## config.mk

```make
export PLATFORM = sky130hd
export DESIGN_NAME = page_burst_splitter
export DESIGN_NICKNAME = d
export VERILOG_FILES = /design/src/rtl/pbs_pkg.sv /design/src/rtl/pbs_len_clamp.sv /design/src/rtl/pbs_page_cut.sv /design/src/rtl/pbs_seq.sv /design/src/rtl/page_burst_splitter.sv
export SDC_FILE = /design/constraint.sdc
export NUM_CORES = 1
export LEC_CHECK = 0
export BUFFER_PORTS_ARGS = -buffer_cell sky130_fd_sc_hd__buf_2
export CAP_MARGIN = 10
export CELL_PAD_IN_SITES_DETAIL_PLACEMENT = 1
export CELL_PAD_IN_SITES_GLOBAL_PLACEMENT = 2
export CORE_MARGIN = 2
export CORE_UTILIZATION = 34
export CTS_CLUSTER_DIAMETER = 80
export DETAILED_ROUTE_END_ITERATION = 8
export HOLD_SLACK_MARGIN = 0.12
export PLACE_DENSITY = 0.79
export SYNTH_ARGS = -nofsm -noshare
export SYNTH_HDL_FRONTEND = slang
export SYNTH_SLANG_ARGS = --single-unit
```

## constraint.sdc

```tcl
create_clock -name clk -period 6.3 [get_ports clk]
set_clock_uncertainty 0.2 [all_clocks]
set_input_delay 0.63 -clock clk [delete_from_list [all_inputs] [get_ports clk]]
set_output_delay 0.63 -clock clk [all_outputs]
set_load 0.02 [all_outputs]
```

## src/rtl/pbs_pkg.sv

```systemverilog
package pbs_pkg;
   typedef enum logic [1:0] {
      PBS_IDLE = 2'd0,
      PBS_EMIT = 2'd1,
      PBS_FIN  = 2'd2
   } pbs_state_t;
endpackage

```

## src/rtl/pbs_len_clamp.sv

```systemverilog
// Turns the programmed count into the effective transfer size.
module pbs_len_clamp #(
   parameter int CNT_W   = 16,
   parameter int REM_W   = 24,
   parameter int CMD_CAP = 32
) (
   input  logic [CNT_W-1:0] count,
   input  logic [REM_W-1:0] owed,
   input  logic             cmd,
   output logic [CNT_W:0]   eff_len
);
   localparam int LEN_W = CNT_W + 1;
   localparam int CW    = (LEN_W > REM_W) ? LEN_W : REM_W;

   logic [LEN_W-1:0] full_len;
   logic [CW-1:0]    a_w, lim_w;

   assign full_len = (count == '0) ? (LEN_W'(1) << CNT_W) : {1'b0, count};
   assign a_w      = CW'(full_len);

   if (CMD_CAP >= (1 << CNT_W)) begin : g_cap_never_binds
      assign lim_w = cmd ? a_w : CW'(owed);
   end else begin : g_cap_binds
      assign lim_w = cmd ? CW'(CMD_CAP) : CW'(owed);
   end

   assign eff_len = LEN_W'((a_w < lim_w) ? a_w : lim_w);
endmodule

```

## src/rtl/pbs_page_cut.sv

```systemverilog
// Length of the burst starting at cur toward end_a, stopped at the page edge.
module pbs_page_cut #(
   parameter int AW1    = 33,
   parameter int LEN_W  = 17,
   parameter int PAGE_W = 12
) (
   input  logic [AW1-1:0]   cur,
   input  logic [AW1-1:0]   end_a,
   output logic [LEN_W-1:0] len
);
   logic [PAGE_W:0]  to_edge;
   logic [AW1-1:0]   span;
   logic             same_page;

   assign to_edge   = (PAGE_W+1)'(1 << PAGE_W) - {1'b0, cur[PAGE_W-1:0]};
   assign span      = end_a - cur;
   assign same_page = (cur[AW1-1:PAGE_W] == end_a[AW1-1:PAGE_W]);
   assign len       = same_page ? LEN_W'(span) : LEN_W'(to_edge);
endmodule

```

## src/rtl/pbs_seq.sv

```systemverilog
// Request capture, burst stepping and completion.
module pbs_seq
   import pbs_pkg::*;
#(
   parameter int ADDR_W = 32,
   parameter int LEN_W  = 17,
   parameter int REM_W  = 24
) (
   input  logic              clk,
   input  logic              rst_n,
   input  logic              req_valid,
   output logic              req_ready,
   input  logic [ADDR_W-1:0] req_addr,
   input  logic [LEN_W-1:0]  eff_len,
   input  logic [REM_W-1:0]  req_owed,
   input  logic              req_cmd,
   input  logic [LEN_W-1:0]  cut_len,
   input  logic              seg_ready,
   output logic              seg_valid,
   output logic [ADDR_W:0]   cur_q,
   output logic [ADDR_W:0]   end_q,
   output logic              done,
   output logic [REM_W-1:0]  done_owed
);
   localparam int AW1 = ADDR_W + 1;

   pbs_state_t       st_q;
   logic [LEN_W-1:0] left_q;
   logic [REM_W-1:0] owed_q;
   logic             cmd_q;
   logic             take_seg, last_seg;

   assign req_ready = (st_q == PBS_IDLE);
   assign seg_valid = (st_q == PBS_EMIT);
   assign done      = (st_q == PBS_FIN);
   assign done_owed = owed_q;
   assign take_seg  = seg_valid && seg_ready;
   assign last_seg  = cmd_q || (left_q == cut_len);

   always_ff @(posedge clk) begin
      if (!rst_n) begin
         st_q   <= PBS_IDLE;
         cur_q  <= '0;
         end_q  <= '0;
         left_q <= '0;
         owed_q <= '0;
         cmd_q  <= 1'b0;
      end else begin
         unique case (st_q)
            PBS_IDLE: if (req_valid) begin
               cur_q  <= {1'b0, req_addr};
               end_q  <= {1'b0, req_addr} + AW1'(eff_len);
               left_q <= eff_len;
               owed_q <= req_owed;
               cmd_q  <= req_cmd;
               st_q   <= (eff_len == '0) ? PBS_FIN : PBS_EMIT;
            end
            PBS_EMIT: if (take_seg) begin
               cur_q  <= cur_q + AW1'(cut_len);
               left_q <= left_q - cut_len;
               owed_q <= cmd_q ? '0 : owed_q - REM_W'(cut_len);
               if (last_seg) st_q <= PBS_FIN;
            end
            PBS_FIN:  st_q <= PBS_IDLE;
            default:  st_q <= PBS_IDLE;
         endcase
      end
   end

   // a command-phase burst, once taken, is followed at once by done with zero residual
   a_r3_cmd_single: assert property (@(posedge clk) disable iff (!rst_n)
      (take_seg && cmd_q) |=> (done && done_owed == '0));
   // done lasts one cycle
   a_r8_done_pulse: assert property (@(posedge clk) disable iff (!rst_n)
      done |=> !done);
   // no request is taken while bursts or completion are pending
   a_r9_busy_refuse: assert property (@(posedge clk) disable iff (!rst_n)
      (seg_valid || done) |-> !req_ready);
endmodule

```

## src/rtl/page_burst_splitter.sv

```systemverilog
module page_burst_splitter #(
   parameter int ADDR_W     = 32,
   parameter int CNT_W      = 16,
   parameter int REM_W      = 24,
   parameter int PAGE_BYTES = 4096,
   parameter int CMD_CAP    = 32
) (
   input  logic              clk,
   input  logic              rst_n,
   input  logic              req_valid,
   output logic              req_ready,
   input  logic [ADDR_W-1:0] req_addr,
   input  logic [CNT_W-1:0]  req_count,
   input  logic [REM_W-1:0]  req_owed,
   input  logic              req_cmd,
   output logic              seg_valid,
   input  logic              seg_ready,
   output logic [ADDR_W-1:0] seg_addr,
   output logic [CNT_W:0]    seg_len,
   output logic              done,
   output logic [REM_W-1:0]  done_owed
);
   localparam int LEN_W  = CNT_W + 1;
   localparam int AW1    = ADDR_W + 1;
   localparam int PAGE_W = $clog2(PAGE_BYTES);

   if (PAGE_BYTES != (1 << PAGE_W) || PAGE_W < 1) begin : g_bad_page
      $error("PAGE_BYTES must be a power of two of at least 2");
   end
   if (PAGE_W > CNT_W || PAGE_W >= ADDR_W) begin : g_bad_page_size
      $error("PAGE_BYTES must fit both the length and address widths");
   end
   if (CMD_CAP < 1) begin : g_bad_cap
      $error("CMD_CAP must be positive");
   end

   logic [LEN_W-1:0] eff_len, cut_len;
   logic [AW1-1:0]   cur_q, end_q;

   pbs_len_clamp #(.CNT_W(CNT_W), .REM_W(REM_W), .CMD_CAP(CMD_CAP)) u_clamp (
      .count(req_count), .owed(req_owed), .cmd(req_cmd), .eff_len(eff_len));

   pbs_page_cut #(.AW1(AW1), .LEN_W(LEN_W), .PAGE_W(PAGE_W)) u_cut (
      .cur(cur_q), .end_a(end_q), .len(cut_len));

   pbs_seq #(.ADDR_W(ADDR_W), .LEN_W(LEN_W), .REM_W(REM_W)) u_seq (
      .clk(clk), .rst_n(rst_n), .req_valid(req_valid), .req_ready(req_ready),
      .req_addr(req_addr), .eff_len(eff_len), .req_owed(req_owed), .req_cmd(req_cmd),
      .cut_len(cut_len), .seg_ready(seg_ready), .seg_valid(seg_valid),
      .cur_q(cur_q), .end_q(end_q), .done(done), .done_owed(done_owed));

   assign seg_addr = cur_q[ADDR_W-1:0];
   assign seg_len  = cut_len;

   // a burst is never empty and never leaves its page
   a_r4_in_page: assert property (@(posedge clk) disable iff (!rst_n)
      seg_valid |-> (seg_len != '0 &&
                     (LEN_W+1)'(seg_addr[PAGE_W-1:0]) + (LEN_W+1)'(seg_len)
                        <= (LEN_W+1)'(PAGE_BYTES)));
   // an offered burst holds until taken
   a_r7_hold: assert property (@(posedge clk) disable iff (!rst_n)
      (seg_valid && !seg_ready) |=> (seg_valid && $stable(seg_addr) && $stable(seg_len)));
   // the next burst starts where the taken one ended
   a_r5_contiguous: assert property (@(posedge clk) disable iff (!rst_n)
      (seg_valid && seg_ready) |=>
         (!seg_valid || seg_addr == $past(seg_addr + ADDR_W'(seg_len))));
endmodule

```

==> results.md <==
* Initial drt markers at 511
* Congestion Overflow GR at 0
* GRT Util Overall at 23.2%
* Worst slew pin tran at 0.972 ns
* Layout Utilization at 38.4%
* Unrepaired setup endpoints after global routing: no
* Critical Path Sink: u_seq.cur_q[32]$_SDFFE_PN0P_
* CP Capture Type: register
* Post-synth EDFFs at 0
* Number of setup buffers added after CTS at 0
* Max Clk Rate at 0.187 GHz
* FF-to-FF path depth at 21
* Crit-path cells: ha_1, inv_1, fa_1, a211oi_1, o21ai_0, nand4_1, nand2_1, nor2_1, xnor2_1, mux2_2, ha_1, nand2_1, a2111oi_2, a21boi_0, a22oi_1, a211oi_1, buf_4, nor3_1, nand4_1, xor2_1, nor3_1
* Buffers plus inverters on the worst setup path at 2
* Distinct cells, synth at 85
* Chip height at 177 um
* Status: complete, no violations
* Final std cells w/o fill at 1791
* Worst hold slack at 0.259 ns
* Startpoint types: register
* PD cells at 317 mW/mm^2
* First-pass GRT wire length at 57400 um
* CTS sink cnt at 110
* Starting Density at 34.5%
* Syn Inst Count at 1323
* Pleak at 4.94 nW
* Mapped Area at 0.0102 mm^2
* Syn Nets at 1505
* DIE WIDTH at 177 um
* Slew HR at 35.2%
* Worst EP arrival at 5.36 ns
* Setup slack, reg-to-reg at 0.95 ns
* Clock Latency Late Sink at 0.37 ns
* HP Class: reg2reg
* Total power at 3.61 mW
* Synth async-reset ratio at 0%
* TritonCTS Buffers at 9
* H-tree depth at 3
* Critical Path RT at 6.32 ns
* Register area share after synthesis at 21.5%
* Cell taking the most area after synthesis: dfxtp_1
* Most common cell in the synthesized netlist: nand2_1
* Ys Warns at 0
* Core Area at 0.0296 mm^2
* Average wire per standard cell at 20.3 um
* Buffers added on ports at 152
* GP Congestion at 0.835
* Antenna Cells at 0
* CP max FO at 8
* CP Class: reg2reg
* Post-layout net count at 1578
* Number of global-route vias before repair at 10200
* Max_cap viols at 0
* Post-synth top cells: 111 x nand2_1, 110 x dfxtp_1, 108 x a21oi_1
* Largest net degree at the start of global routing at 60
* Most common flop cell mapped by yosys: dfxtp_1
* Area Overhead vs Synth at 11.4%
* Avg Cell Area, Syn at 7.73 um^2
* Reg-to-reg critical path endpoint: u_seq.cur_q[32]$_SDFFE_PN0P_
* CP max stage delay at 0.51 ns
* Origin of the critical flop-to-flop path: u_seq.cur_q[0]$_SDFFE_PN0P_
* Total number of vias at 10100
* Top-Level Pins at 153
* Yosys top cell area share at 21.5%
* Period Utilization, post-route at 84.9%
* Final hold violations at 0
* Initial antenna violation count at 0
* Drt drc at 0
* Fin. max-slew vios at 0
* CTS tree: done
* Layout cell share with drive strength beyond 1 at 16.5%
* Setup violators final at 0
* Critical-path top delay cell: dfxtp_1
* Reg clk slew, reported paths at 0.09 ns
* Max Root-Sink Buffers at 2
* ANT nets after route at 0
* Final Critical Period at 5.35 ns
* Dpl cells at 1775
* Crit. Startpoint: u_seq.cur_q[0]$_SDFFE_PN0P_
* Die area at 0.0315 mm^2
* Via/cell ratio at 5.65
* Largest delay share family, worst path: compound AO/OA/AOI/OAI gates
* Detailed Routing Iterations Pass 1 at 5
* Hold buffer count at CTS at 0
* Fin Setup TNS at 0 ns
* Synth Register Bits at 110
* IR drop worst, VDD at 0.154 mV
* Root buffer cell: clkbuf_16
* Row count at 63
* Total Wirelength at 36400 um
* Post-cts resize count at 0
* Final HPWL DP at 28500 um
* Stages on worst setup path at 21
* Top cells by area, synth: dfxtp_1 22%, ha_1 12%, xnor2_1 6.7%
-- registers in the layout (all words and copies together) (netlist names) --
register and cells:
u_seq.cur_q 33, u_seq.done_owed 24, u_seq.left_q 17, u_seq.st_q 2
u_seq.cmd_q 1, u_seq.end_q 33
-- per-stage QoR --
stage	cell area, um^2	setup WS (ns)
2_1_floorplan	10200	0.897
3_3_place_gp	11100	0.759
3_5_place_dp	11100	0.649
4_1_cts	11400	0.948
5_1_grt	11400	0.510
6_report	11400	0.951
-- cell usage in the layout (no fill, tap or decap), types with 22 or more instances in the layout --
cell | Yosys | final
nand2b_1 | 22 | 22
nand2_1 | 111 | 110
buf_2 | 5 | 152
nor2_1 | 100 | 99
o21ai_0 | 51 | 51
a21oi_1 | 108 | 108
nand3_1 | 26 | 26
nor2b_1 | 22 | 22
nor3_1 | 59 | 59
xnor2_1 | 78 | 78
ha_1 | 100 | 100
dfxtp_1 | 110 | 110
inv_1 | 73 | 73
-- routing by layer --
layer / wire length (um) / global-route usage, % / up-vias
li1: - / - / 4957
met1: 18100 / 33.7 / 4898
met2: 16100 / 37.1 / 248
met3: 1820 / 2.53 / 18
met4: 406 / 4.06 / 0
met5: 0 / 0 / -
-- logic make-up after synthesis --
family / Yosys count / share of synthesized area (%)
AO/OA/AOI/OAI: 369 / 25.1
XOR/XNOR: 99 / 8.48
adder cells (fa/ha/maj): 105 / 13.2
buffers and inverters: 181 / 8.00
flip-flops: 110 / 21.5
multiplexers: 31 / 3.24
AND/OR/NAND/NOR: 428 / 20.4
-- layout make-up --
class | instances | area, um^2
Timing Repair Buffer | 168 | 881
Sequential cell | 110 | 2200
Fill cell | 3722 | 18200
Clock inverter | 7 | 97.6
Tap cell | 390 | 488
Multi-Input combinational cell | 1032 | 7220
Inverter | 75 | 282
Clock buffer | 9 | 225
-- tightest hold or removal path, cell delays in order, from the launching register on --
cell     delay [ns]
dfxtp_1        0.32
nand2_1        0.05
a21oi_1        0.05
-- report_power, final --
group	internal, mW	switching, mW	total (mW)
combinational	0.825	1.24	2.07
clock	0.325	0.326	0.651
sequential	0.787	0.104	0.891
-- worst min-delay path by stage --
| stage | start | endpoint | depth (start not counted) |
|---|---|---|---|
| finish | u_seq.end_q[0]$_SDFFE_PN0P_ | u_seq.end_q[0]$_SDFFE_PN0P_ | 2 |
| global route | u_seq.end_q[2]$_SDFFE_PN0P_ | u_seq.end_q[2]$_SDFFE_PN0P_ | 2 |
| CTS | u_seq.end_q[0]$_SDFFE_PN0P_ | u_seq.end_q[0]$_SDFFE_PN0P_ | 2 |
| detailed placement | u_seq.end_q[0]$_SDFFE_PN0P_ | u_seq.end_q[0]$_SDFFE_PN0P_ | 2 |
| global placement | u_seq.end_q[2]$_SDFFE_PN0P_ | u_seq.end_q[2]$_SDFFE_PN0P_ | 2 |
| floorplan | u_seq.end_q[10]$_SDFFE_PN0P_ | u_seq.end_q[10]$_SDFFE_PN0P_ | 2 |
(Power assumes the default switching activity.)
